File: config.mk
export PLATFORM = sky130hd
export DESIGN_NAME = bus_buf_pwr_ctl
export DESIGN_NICKNAME = d
export VERILOG_FILES = /design/src/rtl/bbp_pkg.sv /design/src/rtl/bbp_sync.sv /design/src/rtl/bbp_ctrl.sv /design/src/rtl/bbp_datapath.sv /design/src/rtl/bus_buf_pwr_ctl.sv
export SDC_FILE = /design/constraint.sdc
export NUM_CORES = 1
export LEC_CHECK = 0
export BUFFER_PORTS_ARGS = -buffer_cell sky130_fd_sc_hd__buf_2
export CORE_AREA = 2 2 39 41
export CTS_CLUSTER_DIAMETER = 100
export CTS_CLUSTER_SIZE = 8
export DETAILED_ROUTE_END_ITERATION = 10
export DIE_AREA = 0 0 41 43
export MAX_ROUTING_LAYER = met4
export PLACE_DENSITY_LB_ADDON = 0.25
export SLEW_MARGIN = 20
export SYNTH_ARGS = -nofsm -noshare
export SYNTH_HDL_FRONTEND = slang
export SYNTH_HIERARCHICAL = 1
export SYNTH_SLANG_ARGS = --single-unit
export TNS_END_PERCENT = 1
File: constraint.sdc
create_clock -name clk -period 1.67 [get_ports clk]
set_clock_uncertainty 0.2 [all_clocks]
set_input_delay 0.334 -clock clk [delete_from_list [all_inputs] [get_ports clk]]
set_output_delay 0.334 -clock clk [all_outputs]
set_load 0.005 [all_outputs]
File: src/rtl/bbp_pkg.sv
package bbp_pkg;

  // Strobes from the control side to the enable datapath.
  typedef struct packed {
    logic dataOn;   // data receivers awake
    logic addrOn;   // address/control receivers awake
    logic parkOn;   // local request released
    logic termAll;  // hold every termination leg on
  } bbpStrobe_t;

endpackage

File: src/rtl/bbp_sync.sv
module bbp_sync #(
  parameter int WIDTH = 3,
  parameter int STAGES = 2,
  parameter logic [WIDTH-1:0] RESET_VAL = '1
) (
  input  logic             clk,
  input  logic             rstN,
  input  logic [WIDTH-1:0] din,
  output logic [WIDTH-1:0] dout
);

  localparam int LAST = STAGES - 1;

  logic [STAGES-1:0][WIDTH-1:0] chain;

  always_ff @(posedge clk or negedge rstN) begin
    if (!rstN) begin
      for (int s = 0; s < STAGES; s++) chain[s] <= RESET_VAL;
    end else begin
      chain[0] <= din;
      for (int s = 1; s < STAGES; s++) chain[s] <= chain[s-1];
    end
  end

  assign dout = chain[LAST];

endmodule

File: src/rtl/bbp_ctrl.sv
module bbp_ctrl
  import bbp_pkg::*;
(
  input  logic       clk,
  input  logic       rstN,
  input  logic       testForceOn,
  input  logic       syncDataReqN,
  input  logic       syncPrioReqN,
  input  logic       syncBusReqN,
  output bbpStrobe_t strobe
);

  logic dataReq;
  logic tailQ;
  logic forceAll;

  assign dataReq  = ~syncDataReqN;
  assign forceAll = testForceOn | ~rstN;

  // One trailing cycle after the request drops covers the last beat.
  always_ff @(posedge clk or negedge rstN) begin
    if (!rstN) tailQ <= 1'b0;
    else       tailQ <= dataReq;
  end

  always_comb begin
    strobe.dataOn  = forceAll | dataReq | tailQ;
    strobe.addrOn  = forceAll | ~syncPrioReqN;
    strobe.parkOn  = ~forceAll & syncBusReqN;
    strobe.termAll = ~rstN;
  end

  AST_DATA_TAIL: assert property (@(posedge clk) disable iff (!rstN)
    $fell(dataReq) |-> strobe.dataOn);

  AST_DATA_IDLE: assert property (@(posedge clk) disable iff (!rstN)
    (!testForceOn && !dataReq && !$past(dataReq)) |-> !strobe.dataOn);

endmodule

File: src/rtl/bbp_datapath.sv
module bbp_datapath
  import bbp_pkg::*;
#(
  parameter int NPINS = 4
) (
  input  logic             clk,
  input  logic             rstN,
  input  bbpStrobe_t       strobe,
  input  logic [NPINS-1:0] padDriveEn,
  input  logic [NPINS-1:0] padDriveVal,
  output logic             dataBufEn,
  output logic             addrBufEn,
  output logic             parkInd,
  output logic [NPINS-1:0] termEn
);

  assign dataBufEn = strobe.dataOn;
  assign addrBufEn = strobe.addrOn;
  assign parkInd   = strobe.parkOn;

  for (genvar i = 0; i < NPINS; i++) begin : g_pin
    logic pullingLow;
    assign pullingLow = padDriveEn[i] & ~padDriveVal[i];
    assign termEn[i]  = strobe.termAll | ~pullingLow;

    AST_TERM_OFF_LOW: assert property (@(posedge clk) disable iff (!rstN)
      (padDriveEn[i] && !padDriveVal[i]) |-> !termEn[i]);

    AST_TERM_ON_ELSE: assert property (@(posedge clk) disable iff (!rstN)
      (!padDriveEn[i] || padDriveVal[i]) |-> termEn[i]);
  end

endmodule

File: src/rtl/bus_buf_pwr_ctl.sv
module bus_buf_pwr_ctl
  import bbp_pkg::*;
#(
  parameter int NPINS = 4,
  parameter int SYNC_STAGES = 2
) (
  input  logic             clk,
  input  logic             rstN,
  input  logic             testForceOn,
  input  logic             dataPwrReqN,
  input  logic             prioReqN,
  input  logic             busReqN,
  input  logic [NPINS-1:0] padDriveEn,
  input  logic [NPINS-1:0] padDriveVal,
  output logic             dataBufEn,
  output logic             addrBufEn,
  output logic             parkInd,
  output logic [NPINS-1:0] termEn
);

  localparam int NREQ = 3;

  logic [NREQ-1:0] rawReqN;
  logic [NREQ-1:0] syncReqN;
  bbpStrobe_t      strobe;

  assign rawReqN = {busReqN, prioReqN, dataPwrReqN};

  bbp_sync #(
    .WIDTH    (NREQ),
    .STAGES   (SYNC_STAGES),
    .RESET_VAL({NREQ{1'b1}})
  ) u_sync (
    .clk (clk),
    .rstN(rstN),
    .din (rawReqN),
    .dout(syncReqN)
  );

  bbp_ctrl u_ctrl (
    .clk         (clk),
    .rstN        (rstN),
    .testForceOn (testForceOn),
    .syncDataReqN(syncReqN[0]),
    .syncPrioReqN(syncReqN[1]),
    .syncBusReqN (syncReqN[2]),
    .strobe      (strobe)
  );

  bbp_datapath #(.NPINS(NPINS)) u_dp (
    .clk        (clk),
    .rstN       (rstN),
    .strobe     (strobe),
    .padDriveEn (padDriveEn),
    .padDriveVal(padDriveVal),
    .dataBufEn  (dataBufEn),
    .addrBufEn  (addrBufEn),
    .parkInd    (parkInd),
    .termEn     (termEn)
  );

  AST_FORCE_ON: assert property (@(posedge clk) disable iff (!rstN)
    testForceOn |-> (dataBufEn && addrBufEn && !parkInd));

  if (SYNC_STAGES == 2) begin : g_lat
    AST_ADDR_LATENCY: assert property (@(posedge clk) disable iff (!rstN)
      ($past(rstN, 2) && $past(rstN) && !testForceOn)
        |-> (addrBufEn == !$past(prioReqN, 2)));

    AST_PARK_LATENCY: assert property (@(posedge clk) disable iff (!rstN)
      ($past(rstN, 2) && $past(rstN) && !testForceOn)
        |-> (parkInd == $past(busReqN, 2)));
  end

endmodule

### After elaboration in Yosys (flattened, before gate mapping)

Cells that the tools add are included.

| operators by class | value |
|---|---|
| bitwise operators | 25 |

Operator list:

| cell | number |
|---|---|
| NOT 1 bit | 12 |
| OR 1 bit | 8 |
| AND 1 bit | 5 |

| storage, ports and cells | value |
|---|---|
| flip-flop bits (word level) | 7 |
| bits of input ports | 14 |
| output and inout bits | 7 |
| logic and storage cells | 28 |

### Depth between registers and ports, before layout

Gate-level depths: netlist of run 1.

| logic depth | value |
|---|---|
| word-level depth | 4 |
| gate-level depth with buffers | 3 |
| gate-level depth less buffers | 2 |

### By module

Netlist of run 1, hierarchy kept.

Modules (own cells, without submodules):

| module | instances | cells each | area an instance (sq um) |
|---|---|---|---|
| bbp_sync | 1 | 9 | 180.2 |
| bbp_ctrl | 1 | 6 | 60.1 |
| bbp_datapath | 1 | 7 | 57.6 |

### Least setup slack after synthesis of run 1

Ideal clock, no wire load.

| path | value |
|---|---|
| path type | register -> output |
| start point | register u_sync.chain (netlist bit u_sync/dout[2]) |
| end point | output port parkInd |
| data arrival time | 0.814 ns |
| data required time | 1.136 ns |
| setup slack | 0.322 ns |
| stages on the path, launching flop included | 4 |
| path through | dfstp_2 buf_4 and3b_1 buf_4 |

RTL lines:

| what | line | text |
|---|---|---|
| from (decl) | bbp_sync.sv:14 | `logic [STAGES-1:0][WIDTH-1:0] chain;` |
| to (decl) | bus_buf_pwr_ctl.sv:17 | `output logic parkInd,` |

### Worst setup path after layout of run 1

| path | value |
|---|---|
| start point | register u_sync.chain (netlist bit u_sync/dout[2]) |
| end point | output port parkInd |

| between the ends | value |
|---|---|
| longest elaborated chain between the ends | 1 |

Ends and longest elaborated chain:

| what | line | text |
|---|---|---|
| AND 1 bit | bbp_ctrl.sv:29 | `strobe.parkOn = ~forceAll & syncBusReqN;` |

No other way between the ends.

==> results of run 1 <==
## stage by stage
stage | setup WS (ns) | cell area (um^2) | instances
2_1_floorplan | 0.3219 | 297.8 | 22
3_3_place_gp | 0.1750 | 380.4 | 53
3_5_place_dp | 0.1686 | 380.4 | 53
4_1_cts | 0.1221 | 446.7 | 61
5_1_grt | 0.1024 | 446.7 | 61
6_report | 0.1360 | 446.7 | 61
## sequential cells by signal (all words and copies together), names as in the netlist
name          cells
u_ctrl/tailQ      1
u_sync/dout       3
u_sync/chain      3
## worst max-delay path: cells and delay by family (launching register included)
family,cells,cell delay (ns)
buffers and inverters,1,0.10
DFF,1,0.51
and+or+nand+nor,1,0.14
## report_power, final
part / internal, uW / switching (uW) / total [uW] / leakage (uW)
Combinational: 27.3 / 14.6 / 41.9 / 0.000125
Clock: 91.1 / 60.7 / 152 / 0.0000150
Sequential: 184 / 2.48 / 187 / 0.0000747
## cell usage after synthesis, drive strengths merged
| cell type | count |
|---|---|
| and3b | 1 |
| buf | 6 |
| dfrtp | 1 |
| dfstp | 6 |
| inv | 2 |
| nand3b | 1 |
| nand4bb | 1 |
| or3b | 4 |
## metal layers
layer | vias up | wire length [um] | global-route usage (%)
met1 | 103 | 175 | 8.054
met5 | - | 0 | -
met3 | 0 | 89 | 8.377
li1 | 112 | - | -
met4 | 0 | 0 | 2.000
met2 | 11 | 322 | 14.06
## what timing repair did
item | 4_1_cts | 5_1_grt
buffers inserted | 0 | 0
endpoints found under the hold margin | 10 | 0
hold buffers | 4 | 0
## worst max path at each step
stage / end / slack, ns / cells after the start
CTS: parkInd / 0.12 / 2
global route: parkInd / 0.10 / 2
detailed placement: termEn[0] / 0.17 / 4
finish: parkInd / 0.14 / 2
global placement: termEn[0] / 0.17 / 4
floorplan: parkInd / 0.32 / 3
## cell families (layout without fill, tap and decap cells)
logic type             after synthesis  in the layout
buffers and inverters                8             31
flip-flops                           7              7
AND/OR/NAND/NOR                      7              7
## layout make-up
cell class,instances,area (um^2),share of cell area [%]
tap,16,20.02,4.482
clock buffer,4,26.28,5.882
sequential,7,182.7,40.90
inverter,2,7.507,1.681
multi-input combinational,7,62.56,14.01
timing repair buffer,25,147.6,33.05
==> run summary, run 1 <==
After layout, the worst path uses 91.85% of the clock period. The region available for standard cell placement spans 1384 um^2. The number of fill cells in the layout came out at 143. The wire length reported by the detailed router is 587 um. During I/O placement, the number of pins put on the boundary was 21.

The post-cts resize count was 0; the DRC violation count after routing was 0. Once detail routing completed, the nets flagged for antenna violations numbered 0. Maximum fanout along the worst path: 1. Once the floorplan was initialized, standard cells occupied 21.52% of the core. The tools report the number of maximum-capacitance constraint violations as 0.

Counting distinct cell types in the post-synthesis netlist gives 8. The antenna diode instance count was 0; the share of layout cells above drive strength 1 was 66.67%. Combinational family with the most area after synthesis: simple AND/OR/NAND/NOR gates. Summing the areas of all compound-gate instances in the mapped netlist gives 0% of the synthesized area. The depth of the worst register-to-register path was 1. The tools report the number of failing hold endpoints at the final stage as 0. Multiplexer cells account for 0% of the synthesized area. TritonCTS built the clock tree. For the pin with the worst max-slew slack, the measured transition is 0.3062 ns.

In this run the clock root is driven by a sky130_fd_sc_hd__clkbuf_4. The share of synthesized area occupied by flip-flops and latches came out at 61.34%. Setup violations remaining at the end of the flow were counted as 0. The run gives 9.176% as the combined global-route utilization of all metal layers. Entering global routing, the biggest net connects 8 pins. The launch instance of the worst min-delay path was u_sync/chain[0]$_DFF_PN1_. The worst slack on hold paths was 0.1504 ns; the total power after layout was 380.5 uW. The library cells used most frequently in the layout, excluding fill and tap cells, are 20 x sky130_fd_sc_hd__buf_2, 6 x sky130_fd_sc_hd__dfstp_2, 4 x sky130_fd_sc_hd__dlygate4sd3_1, 4 x sky130_fd_sc_hd__or3b_1, 3 x sky130_fd_sc_hd__clkbuf_4.

The worst register-to-register path begins at u_sync/dout[0]$_DFF_PN1_. The critical path starts at u_sync/dout[2]$_DFF_PN1_. For the worst vdd rail ir drop, the log shows 0.4973 mV. The site row count came out at 14. The logs give 1 for the number of DRC markers after the initial detailed-route iteration and 2 for the largest buffer count on any clock path. Final max-slew violation count: 0. The number of global-route vias before repair was 240. The number of nets handed over by synthesis was 36.

For the finished layout, the period the worst path requires is 1.534 ns. The critical path is of the flop to primary output type. The first global-routing pass estimated 979 um of wire. The most frequent standard cell in the layout excluding fill and tap cells is sky130_fd_sc_hd__buf_2. The largest individual stage delay along the critical path comes from the cell sky130_fd_sc_hd__dfstp_2. The number of nets in the final layout is 60, and the cell area after synthesis is 297.8 um^2.

Setup repair after global routing left no endpoint under its margin. The floorplan step set the die height to 43 um. Path category of the worst min-delay check: flop to flop. STA classifies the critical path startpoint as a flop. The count of input and output buffers was 20; the delay contributed by the slowest stage of the critical path was 0.51 ns. The synthesized area per cell is 13.54 um^2, and the endpoint arrival time on the critical path is 1.00 ns. The largest total area in the synthesized netlist belongs to sky130_fd_sc_hd__dfstp_2. The average routed wire per standard cell works out to 9.623 um.

The later pin in the worst-skew pair is clocked with a latency of 0.25 ns. The share of the synthesized area in the top cell type came out at 52.94%. STA classifies the critical path endpoint as a primary output. At the worst endpoint, the required time is 1.14 ns. Headroom to the max-slew limit came out at 79.52%. The tools report the worst hold endpoint as u_sync/dout[0]$_DFF_PN1_.

The run gives 651.9 MHz as the highest clock frequency the design can meet. The flow ran to the end, and the final reports show no timing, DRC or antenna violations. The die covers 1763 um^2. Traced cell by cell, the critical path runs through and3b_1 > buf_2. The tools report the core utilization of the finished layout as 32.28%.

The post-synthesis share of cell area spent on and, or, nand and nor gates is 21.01%, and the synthesis-to-finish area growth is 50.00%. After synthesis the netlist holds a flip-flop and latch count of 7. Yosys attributes the largest share of cell area to sky130_fd_sc_hd__dfstp_2 53%, sky130_fd_sc_hd__buf_4 15%, sky130_fd_sc_hd__or3b_1 12%, sky130_fd_sc_hd__dfrtp_1 8.4%, sky130_fd_sc_hd__nand4bb_1 3.8%.

The capture instance of the worst register-to-register path was u_ctrl/tailQ$_DFF_PN0_. The power density relative to cell area was 851.8 nW/um^2. The number of clock sinks is 7.

The xor and xnor area share after synthesis was 0%; the number of antenna violations at the first check in global routing was 0. For the final RePlAce weighted congestion, the log shows 0.5993. Warning count from the yosys run: 6. For flop-to-flop paths, the worst setup slack is 0.81 ns. The width of the die is 41 um, and the leakage power of the design is 0.0002148 uW. The tools report the setup total negative slack as 0 ns.

The number of stages on the worst hold path came out at 0. Summing over every cut layer, the via total after detailed routing is 226. Clock-pin slew on the worst setup and hold paths: 0.05 ns. After global routing the overflow that remains totals 0. The via count normalized by instance count is 3.705, and the total iterations of the first detailed-routing run is 3. Synthesis produced 22 cells. The number of buffers added by the clock tree synthesis step was 3; the arithmetic-cell share of the synthesized area counting full adders, half adders and majority gates was 0%.

The number of H-tree branching levels was 1.
Power figures use the tool's default switching activity.
==> run 2, diff against run 1 <==
--- a/config.mk
+++ b/config.mk
@@ -13,6 +13,7 @@
 export DIE_AREA = 0 0 41 43
 export MAX_ROUTING_LAYER = met4
 export PLACE_DENSITY_LB_ADDON = 0.25
+export RECOVER_POWER = 50
 export SLEW_MARGIN = 20
 export SYNTH_ARGS = -nofsm -noshare
 export SYNTH_HDL_FRONTEND = slang
==> run 2 against run 1 <==
- first-iteration DRC count stayed put
- global-route usage did not move
- total power shrank 0.27%
- non-clock buffer count unchanged
- final cell count stayed put
- highest routed layer unchanged
- die area did not move
- utilization is 0.27 points lower
- setup slack barely moved
- wire length up 0.17%
- via count did not move
- count of clock-buffer cells in the layout stayed put
- worst hold slack did not move
==> run summary, run 2 (synthesis results as in run 1) <==
The flow ran to the end, and the final reports show no timing, DRC or antenna violations. The final max-slew violation count is 0 (unchanged), and the clock latency at the later pin of the worst-skew pair is 0.25 ns (about the same). The number of DRC markers after the initial detailed-route iteration is 1 (unchanged). The busiest layer in global routing was met2 (unchanged).

Number of nets in the final layout: 60 (unchanged). The share of the clock period used by the worst path after layout is 91.86% (was 91.85%), and the maximum fanout along the worst path is 1 (unchanged). The switching share of power came out at 20.50% (was 20.44%). The logs give 0.5993 (unchanged) for the final RePlAce weighted congestion and 301.7 uW (was 302.7 uW) for the total internal power.

Path category of the worst min-delay check: flop to flop (unchanged). The tools report the required time of the worst setup path as 1.14 ns (about the same). The wire length of the first global-routing pass came out at 979 um (unchanged). Endpoint arrival time on the critical path: 1.00 ns (about the same).

The run gives 0 (unchanged) as the number of nets with antenna violations after detailed routing. The share of layout cells above drive strength 1 was 64.44% (was 66.67%). For the pin count of the biggest net entering global routing, the log shows 8 (unchanged).

For the overall via count from detail_route, the log shows 226 (unchanged). The logs give 0 (unchanged) for the number of maximum-capacitance constraint violations and 0.4973 mV (about the same) for the worst vdd rail ir drop. The width of the die came out at 41 um (unchanged). The run gives 3 (unchanged) as the number of buffers added by the clock tree synthesis step. The site row count is 14 (unchanged), and the vertical die dimension is 43 um (unchanged).

The synthesis-to-finish area growth works out to 48.74% (was 50.00%). The number of antenna violations at the first check in global routing was 0 (unchanged); the average routed wire per standard cell was 9.639 um (was 9.623 um). The run gives 0 (unchanged) as the DRC violation count after routing. The number of H-tree branching levels is 1 (unchanged).

The total power after layout is 379.4 uW (was 380.5 uW). The most frequent standard cell in the layout excluding fill and tap cells is sky130_fd_sc_hd__buf_2 (unchanged). The number of clock sinks was 7 (unchanged). The run gives 3 (unchanged) as the total iterations of the first detailed-routing run. Commonest cells after routing, fill and taps aside: 20 x sky130_fd_sc_hd__buf_2, 6 x sky130_fd_sc_hd__dfstp_2, 4 x sky130_fd_sc_hd__dlygate4sd3_1, 4 x sky130_fd_sc_hd__or3b_1, 3 x sky130_fd_sc_hd__clkbuf_4 (unchanged). The met2 track utilization from global routing is 14.06% (unchanged). Number of failing hold endpoints at the final stage: 0 (unchanged).

Leakage power of the design: 0.0002112 uW (was 0.0002148 uW). The run gives 2 (unchanged) as the largest buffer count on any clock path. The type of the setup path with the least slack is flop to primary output (unchanged). The power density relative to cell area was 856.6 nW/um^2 (was 851.8 nW/um^2); the combined global-route utilization of all metal layers was 9.176% (unchanged). The full die area came out at 1763 um^2 (unchanged).

The number of global-route vias before repair is 240 (unchanged). The category of the worst setup path capture point was a primary output (unchanged). Via count normalized by instance count: 3.705 (unchanged). The run gives 79.55% (was 79.52%) as the remaining max-slew budget at the tightest pin. The run gives 77.77 uW (was 77.78 uW) as the net switching power.

Slew at the pin with the worst max-slew slack: 0.3057 ns (was 0.3062 ns). TritonCTS built the clock tree. Clock network fraction of total power: 40.0% (was 39.9%). The placeable core area is 1384 um^2 (unchanged).

Master cell of the clock root buffer: sky130_fd_sc_hd__clkbuf_4 (unchanged). The sequential power share was 49.2% (was 49.1%); the core utilization of the finished layout was 32.01% (was 32.28%). The number of post-CTS setup repair buffers is 0 (unchanged), and the setup-violating endpoint count in the final report is 0 (unchanged). The met3 layer usage reported by global route was 8.377% (unchanged); the count of input and output buffers was 20 (unchanged). The setup total negative slack was 0 ns (unchanged). The tools report the highest clock frequency the design can meet as 651.9 MHz (about the same). The initial core utilization is 21.52% (unchanged), and the clock-pin slew on the worst setup and hold paths is 0.05 ns (about the same). The met1 track utilization from global routing is 8.054% (unchanged). Critical path startpoint category: a flop (unchanged). The antenna diode instance count was 0 (unchanged). Setup repair after global routing left no endpoint under its margin. The run gives 588 um (was 587 um) as the wire length reported by the detailed router.

The number of primary I/O pins is 21 (unchanged). The final critical-path required period is 1.534 ns (about the same). The combinational group share of total power is 10.8% (was 11.0%), and the total global routing overflow is 0 (unchanged).

The run gives 0 (unchanged) as the post-cts resize count.
## run 2: through the flow
stage          instance area [um^2]  std cells  worst slack, ns  hold slack, ns
2_1_floorplan                 297.8         22           0.3219         -0.1616
3_3_place_gp                  380.4         53           0.1750         0.05210
3_5_place_dp                  380.4         53           0.1686         0.05743
4_1_cts                       446.7         61           0.1221          0.1516
5_1_grt                       442.9         61           0.1021          0.1548
6_report                      442.9         61           0.1360          0.1504
## run 2: cell type report
| type | instances | area, um^2 |
|---|---|---|
| sequential | 7 | 182.7 |
| inverter | 2 | 7.507 |
| clock buffer | 4 | 26.28 |
| tap | 16 | 20.02 |
| timing repair buffer | 25 | 143.9 |
| multi-input combinational | 7 | 62.56 |
| fill | 145 | 940.9 |
## run 2: layer usage
metal	vias to the layer above	part of all wire, %
met5	-	0
met4	0	0
met3	0	15
met2	11	55
met1	103	30
li1	112	-
## run 2: worst max-delay path, cell delays in order (launching register included)
cell	delay, ns
sky130_fd_sc_hd__dfstp_2	0.51
sky130_fd_sc_hd__and3b_1	0.14
sky130_fd_sc_hd__buf_2	0.10
## run 2: repair_timing
action	CTS	global route
setup endpoints to repair	0	0
endpoints found under the hold margin	10	0
hold buffers	4	0
## run 2: final timing paths
kind,startpoint,to,slack (ns),cells past startpoint
worst max-delay path,u_sync/dout[2]$_DFF_PN1_,parkInd,0.14,2
worst min-delay path,u_sync/chain[0]$_DFF_PN1_,u_sync/dout[0]$_DFF_PN1_,0.15,0
worst max register to register,u_sync/dout[0]$_DFF_PN1_,u_ctrl/tailQ$_DFF_PN0_,0.81,1
worst min register to register,u_sync/chain[0]$_DFF_PN1_,u_sync/dout[0]$_DFF_PN1_,0.15,0
max in group asynchronous,rstN,u_sync/chain[2]$_DFF_PN1_,0.51,3
min in group asynchronous,rstN,u_ctrl/tailQ$_DFF_PN0_,0.47,3
## run 2: power by group through the flow
stage / sequential [uW] / combinational [uW] / clock (uW)
after floorplan: 188 / 17.3 / 0
final: 187 / 40.9 / 152
after global routing: 187 / 45.7 / 168
after CTS: 187 / 42.3 / 159
after detailed placement: 189 / 35.3 / 0
after global placement: 189 / 33.4 / 0
